`src/rtl/bic_pkg.sv`:
```
package bic_pkg;

    typedef enum logic [1:0] {
        ST_IDLE  = 2'd0,
        ST_ISSUE = 2'd1,
        ST_WAIT  = 2'd2,
        ST_DONE  = 2'd3
    } bic_state_e;

    localparam logic [1:0] OP_WRITE      = 2'b10;
    localparam logic [1:0] BCAST_ADDR_LO = 2'b11;

endpackage

```
`src/rtl/bic_launch_dec.sv`:
```
module bic_launch_dec #(
    parameter int CNT_W = 8
) (
    input  logic [CNT_W-1:0] sharers_i,
    input  logic [CNT_W-1:0] thresh_i,
    output logic             bcast_o
);
    // Strictly above the threshold takes the broadcast path.
    always_comb begin
        bcast_o = (sharers_i > thresh_i);
    end
endmodule

```
`src/rtl/bic_cmd_reg.sv`:
```
module bic_cmd_reg
    import bic_pkg::*;
#(
    parameter int ADDR_W = 40,
    parameter int DATA_W = 32
) (
    input  logic                clk,
    input  logic                rst_n,
    input  logic                load_i,
    input  logic [DATA_W+1:0]   line_i,
    output logic [1:0]          op_o,
    output logic [ADDR_W-1:0]   addr_o,
    output logic [DATA_W-1:0]   wdata_o,
    output logic [DATA_W/8-1:0] be_o
);
    localparam int BE_W = DATA_W / 8;

    logic [DATA_W-1:0] wdata_q;
    logic [1:0]        hi_q;

    always_ff @(posedge clk or negedge rst_n) begin
        if (!rst_n) begin
            wdata_q <= '0;
            hi_q    <= '0;
        end else if (load_i) begin
            wdata_q <= line_i[DATA_W-1:0];
            hi_q    <= line_i[DATA_W+1:DATA_W];
        end
    end

    always_comb begin
        op_o    = OP_WRITE;
        addr_o  = {{(ADDR_W-2){1'b0}}, BCAST_ADDR_LO};
        wdata_o = wdata_q;
        be_o    = {{(BE_W-2){1'b0}}, hi_q};
    end
endmodule

```
`src/rtl/bic_rsp_counter.sv`:
```
module bic_rsp_counter #(
    parameter int CNT_W = 8
) (
    input  logic             clk,
    input  logic             rst_n,
    input  logic             load_i,
    input  logic [CNT_W-1:0] total_i,
    input  logic             inc_i,
    output logic             last_o
);
    logic [CNT_W-1:0] total_q;
    logic [CNT_W-1:0] cnt_q;

    always_ff @(posedge clk or negedge rst_n) begin
        if (!rst_n) begin
            total_q <= '0;
            cnt_q   <= '0;
        end else if (load_i) begin
            total_q <= total_i;
            cnt_q   <= '0;
        end else if (inc_i) begin
            cnt_q   <= cnt_q + 1'b1;
        end
    end

    always_comb begin
        last_o = inc_i && ((cnt_q + 1'b1) == total_q);
    end

    // count never passes the stored total
    p_cnt_bound_r5: assert property (@(posedge clk) disable iff (!rst_n)
        cnt_q <= total_q);
endmodule

```
`src/rtl/bcast_inval_ctrl.sv`:
```
module bcast_inval_ctrl
    import bic_pkg::*;
#(
    parameter int ADDR_W = 40,
    parameter int DATA_W = 32,
    parameter int CNT_W  = 8
) (
    input  logic                clk,
    input  logic                rst_n,
    input  logic [CNT_W-1:0]    thresh_i,
    input  logic                evt_valid_i,
    output logic                evt_ready_o,
    input  logic [DATA_W+1:0]   evt_line_i,
    input  logic [CNT_W-1:0]    evt_sharers_i,
    output logic                direct_o,
    output logic                cmd_valid_o,
    input  logic                cmd_ready_i,
    output logic [1:0]          cmd_op_o,
    output logic [ADDR_W-1:0]   cmd_addr_o,
    output logic [DATA_W-1:0]   cmd_wdata_o,
    output logic [DATA_W/8-1:0] cmd_be_o,
    input  logic                rsp_valid_i,
    output logic                busy_o,
    output logic                done_o,
    output logic                err_o
);
    bic_state_e state_q, state_d;
    logic accept, bcast, launch, last_rsp, count_en;
    logic direct_q, err_q;

    assign accept   = evt_valid_i && (state_q == ST_IDLE);
    assign launch   = accept && bcast;
    assign count_en = rsp_valid_i && (state_q == ST_WAIT);

    bic_launch_dec #(.CNT_W(CNT_W)) u_dec (
        .sharers_i (evt_sharers_i),
        .thresh_i  (thresh_i),
        .bcast_o   (bcast)
    );

    bic_cmd_reg #(.ADDR_W(ADDR_W), .DATA_W(DATA_W)) u_cmd (
        .clk     (clk),
        .rst_n   (rst_n),
        .load_i  (launch),
        .line_i  (evt_line_i),
        .op_o    (cmd_op_o),
        .addr_o  (cmd_addr_o),
        .wdata_o (cmd_wdata_o),
        .be_o    (cmd_be_o)
    );

    bic_rsp_counter #(.CNT_W(CNT_W)) u_cnt (
        .clk     (clk),
        .rst_n   (rst_n),
        .load_i  (launch),
        .total_i (evt_sharers_i),
        .inc_i   (count_en),
        .last_o  (last_rsp)
    );

    // State register
    always_ff @(posedge clk or negedge rst_n) begin
        if (!rst_n) state_q <= ST_IDLE;
        else        state_q <= state_d;
    end

    // Next state
    always_comb begin
        state_d = state_q;
        unique case (state_q)
            ST_IDLE:  if (launch)      state_d = ST_ISSUE;
            ST_ISSUE: if (cmd_ready_i) state_d = ST_WAIT;
            ST_WAIT:  if (last_rsp)    state_d = ST_DONE;
            ST_DONE:                   state_d = ST_IDLE;
            default:                   state_d = ST_IDLE;
        endcase
    end

    // Pulse and sticky flag registers
    always_ff @(posedge clk or negedge rst_n) begin
        if (!rst_n) begin
            direct_q <= 1'b0;
            err_q    <= 1'b0;
        end else begin
            direct_q <= accept && !bcast;
            if (rsp_valid_i && (state_q != ST_WAIT)) err_q <= 1'b1;
        end
    end

    // Outputs
    always_comb begin
        evt_ready_o = 1'b0;
        cmd_valid_o = 1'b0;
        busy_o      = 1'b0;
        done_o      = 1'b0;
        unique case (state_q)
            ST_IDLE:  evt_ready_o = 1'b1;
            ST_ISSUE: begin cmd_valid_o = 1'b1; busy_o = 1'b1; end
            ST_WAIT:  busy_o = 1'b1;
            ST_DONE:  begin done_o = 1'b1; busy_o = 1'b1; end
            default:  evt_ready_o = 1'b0;
        endcase
        direct_o = direct_q;
        err_o    = err_q;
    end

    // a command only appears after an accepted event
    p_launch_cause_r2: assert property (@(posedge clk) disable iff (!rst_n)
        $rose(cmd_valid_o) |-> $past(evt_valid_i && evt_ready_o));
    // command held under back-pressure
    p_cmd_hold_r4: assert property (@(posedge clk) disable iff (!rst_n)
        (cmd_valid_o && !cmd_ready_i) |=> (cmd_valid_o && $stable(cmd_wdata_o) && $stable(cmd_be_o)));
    // done is a single-cycle pulse followed by idle
    p_done_pulse_r6: assert property (@(posedge clk) disable iff (!rst_n)
        done_o |=> (!done_o && evt_ready_o));
    // a direct pulse never happens during a broadcast
    p_direct_idle_r7: assert property (@(posedge clk) disable iff (!rst_n)
        direct_o |-> !busy_o);
    // error flag is sticky
    p_err_sticky_r8: assert property (@(posedge clk) disable iff (!rst_n)
        err_o |=> err_o);
endmodule

```
`config.mk`:
```
export PLATFORM = sky130hd
export DESIGN_NAME = bcast_inval_ctrl
export DESIGN_NICKNAME = d
export VERILOG_FILES = /design/src/rtl/bic_pkg.sv /design/src/rtl/bic_launch_dec.sv /design/src/rtl/bic_cmd_reg.sv /design/src/rtl/bic_rsp_counter.sv /design/src/rtl/bcast_inval_ctrl.sv
export SDC_FILE = /design/constraint.sdc
export NUM_CORES = 1
export LEC_CHECK = 0
export ABC_AREA = 0
export BUFFER_PORTS_ARGS = -buffer_cell sky130_fd_sc_hd__clkbuf_2
export CAP_MARGIN = 20
export CORE_MARGIN = 2
export CORE_UTILIZATION = 47
export DETAILED_ROUTE_END_ITERATION = 8
export PLACE_DENSITY = 0.81
export SLEW_MARGIN = 20
export SYNTH_ARGS = -nofsm -noshare
export SYNTH_HDL_FRONTEND = slang
export SYNTH_SLANG_ARGS = --single-unit
export TNS_END_PERCENT = 100
```
`constraint.sdc`:
```
create_clock -name clk -period 2.4 [get_ports clk]
set_input_delay 0.24 -clock clk [delete_from_list [all_inputs] [get_ports clk]]
set_output_delay 0.24 -clock clk [all_outputs]
set_load 0.05 [all_outputs]
```
==> impl_results.md <==
* Post-synthesis xor/xnor area fraction at 0.0478
* Die height at 83.0 um
* Syn avg cell area at 11.5 um2
* Period minus WS final at 2.25 ns
* Clk Latency, worst-skew pair at 0.31 ns
* RSZ-0062 raised after global routing: no
* Post-DP HPWL at 4.30 mm
* Req. time, crit path at 2.59 ns
* Root buffer cell: clkbuf_8
* Total Routing Usage GR at 0.158
* Fmax at 444 MHz
* Count leader, synth: dfrtp_1
* Largest family of logic cells by synthesized area: multiplexers
* Core ar. at 5990 um2
* Via count of the first global-routing pass at 2027
* Synth Instances at 256
* Final Setup Violations at 0
* Clock tree buffer depth at 2
* Post-DRT Antenna Nets at 0
* Worst-path clk slew at 0.11 ns
* Post-CTS Hold Buffers at 1
* N_diodes at 0
* Fin. Hold Viols at 0
* Slew Viols, Final at 0
* CTS buffer count at 5
* Final WL at 5.31 mm
* Die area at 6880 um2
* Post-synth top area cell: dfrtp_1
* Max Cap Violations at 0
* Crit path kind: flip-flop to flip-flop
* I/O pin cnt at 139
* Adder-Cell Fraction of Synth Area at 0.0598
* Seq/Total Area, Yosys at 0.461
* Fin Clk Skew at 0.0126 ns
* Seq cells post-synth at 54
* Worst Path Arrival at 2.44 ns
* CTS tree: yes
* # resized after CTS at 0
* Worst hold-check path type: input port to flip-flop
* Startpoint Class: flip-flop
* Drt wl/cell at 12.3 um
* First-pass GRT wire length at 9.00 mm
* First drt pass iteration count at 4
* Die W at 83.0 um
* H-tree lvl count at 2
* Leak at 1.78 nW
* Initial core utilization at 0.489
* DRC viols at 0
* Vias per cell at 4.68
* Largest net degree at the start of global routing at 29
* Initial antenna violation count at 0
* DR iter-0 viols at 41
* Run status: finished, final reports clean
* Layout Nets at 424
* Core Rows at 28
* Mapped Area at 2930 um2
* CTS Sinks at 54
* Compound-cell area share of the yosys netlist at 0.0448
* Post-CTS Setup Inserts at 0
* Post-Route Setup TNS at 0 ns
* Commonest cells post-synth: 54 x dfrtp_1, 44 x buf_4, 40 x mux2_2
* Yosys top cell area share at 0.461
* Share of post-route cells with drive strength above 1 at 0.427
* Synth Flop Type: dfrtp_1
* Post-synth EDFFs at 0
* Area delta synth->final at 18.9%
* Final worst-path cycle share at 0.939
* Max VDD drop at 0.872 mV
* Total grt overflow at 0
* Pwr Density at 1390 nW/um2
* Hold_ws at 0.151 ns
* Crit path max fanout at 5
* GP Congestion at 0.885
* Multiplexer share of the synthesized area at 0.165
* Port bufs at 94
* Top post-synthesis cells by area: dfrtp_1 46%, mux2_2 15%, buf_4 11%, ha_1 6.0%, xnor2_1 3.3%
* FILL cells at 530
* CP Capture Type: flip-flop
* Async set-reset flop share out of synthesis at 1.00
* Post-Synth Simple-Gate Area at 0.0798
* Via count at 2016
* Unique masters post-synth at 35
* Synth Warn # at 0
[worst max-delay path, stage by stage (launching register included)]
cell and delay [ns]:
dfrtp_1 0.45, ha_1 0.29, and3b_1 0.18, or3_1 0.36, a311oi_1 0.26, nor2_1 0.07, and4bb_1 0.22, mux2_1 0.31
[layer usage]
metal	track usage	wire, um	vias up
met4	0.0537	66	0
met3	0.0537	479	5
li1	-	-	966
met2	0.265	2530	97
met1	0.191	2230	948
met5	0	0	-
[registers in the layout (all words and copies together), names as in the netlist]
signal,cells
u_cnt.cnt_q,8
u_cmd.hi_q,2
state_q,2
err_o,1
direct_o,1
u_cmd.wdata_o,32
u_cnt.total_q,8
[cells by family (layout without fill, tap and decap cells)]
group	Yosys count	count (layout)
AOI/OAI and AO/OA	19	19
xor gates and xnor gates	16	16
adders and majority gates	14	14
buffers and inverters	63	121
DFF	54	54
muxes	43	43
other	2	44
and+or+nand+nor	45	45
[report_power, final]
group          leakage, nW  internal (mW)  switching [mW]
logic                 1.06          0.792            1.84
registers            0.657           1.32           0.261
clock network       0.0587          0.317           0.306
total                 1.78           2.42            2.41
[cell type report]
cell class	instances	area, um2	area share
clock buffer	5	68.8	0.0197
clock inverter	3	47.5	0.0136
inverter	13	48.8	0.0140
multi-input combinational	181	1330	0.382
sequential	54	1350	0.388
tap	75	93.8	0.0269
timing repair buffer	100	543	0.156
[metrics by stage]
stage / area, um2 / util / power (mW) / cells / setup WS [ns]
finish: 3480 / 0.582 / 4.83 / 431 / 0.146
global route: 3480 / 0.582 / 5.10 / 431 / 0.0345
CTS: 3480 / 0.582 / 4.88 / 431 / 0.148
detailed placement: 3360 / 0.561 / 4.25 / 422 / 0.166
global placement: 3360 / 0.561 / 4.19 / 422 / 0.272
floorplan: 3090 / - / 3.71 / 298 / 0.315
[path summary, 6_finish.rpt]
path | start | depth (start not counted) | slack (ns) | end
min reg2reg | err_o$_DFFE_PN0P_ | 1 | 0.47 | err_o$_DFFE_PN0P_
max in group asynchronous | rst_n | 3 | 1.51 | u_cmd.wdata_o[11]$_DFFE_PN0P_
min | evt_line_i[6] | 2 | 0.15 | u_cmd.wdata_o[6]$_DFFE_PN0P_
max | u_cnt.cnt_q[0]$_DFFE_PN0P_ | 7 | 0.15 | state_q[1]$_DFFE_PN0P_
max reg2reg | u_cnt.cnt_q[0]$_DFFE_PN0P_ | 7 | 0.15 | state_q[1]$_DFFE_PN0P_
min in group asynchronous | rst_n | 2 | 0.30 | u_cmd.hi_q[1]$_DFFE_PN0P_
[cells in the final DEF (no fill, tap or decap), types with 2 or more instances in the layout]
| cell type | count |
|---|---|
| clkbuf_8 | 5 |
| nand3_1 | 6 |
| a21o_1 | 2 |
| ha_1 | 14 |
| buf_4 | 3 |
| nand4_1 | 4 |
| xnor2_1 | 11 |
| nand2_1 | 6 |
| a21oi_1 | 5 |
| buf_12 | 2 |
| nor2b_1 | 2 |
| nor2_1 | 15 |
| mux2_2 | 40 |
| nor3_1 | 4 |
| mux2_1 | 3 |
| xor2_1 | 5 |
| conb_1 | 44 |
| inv_1 | 13 |
| dfrtp_1 | 54 |
| clkbuf_2 | 94 |
| o21a_1 | 3 |
| o21ai_0 | 3 |
Power figures use the tool's default switching activity.
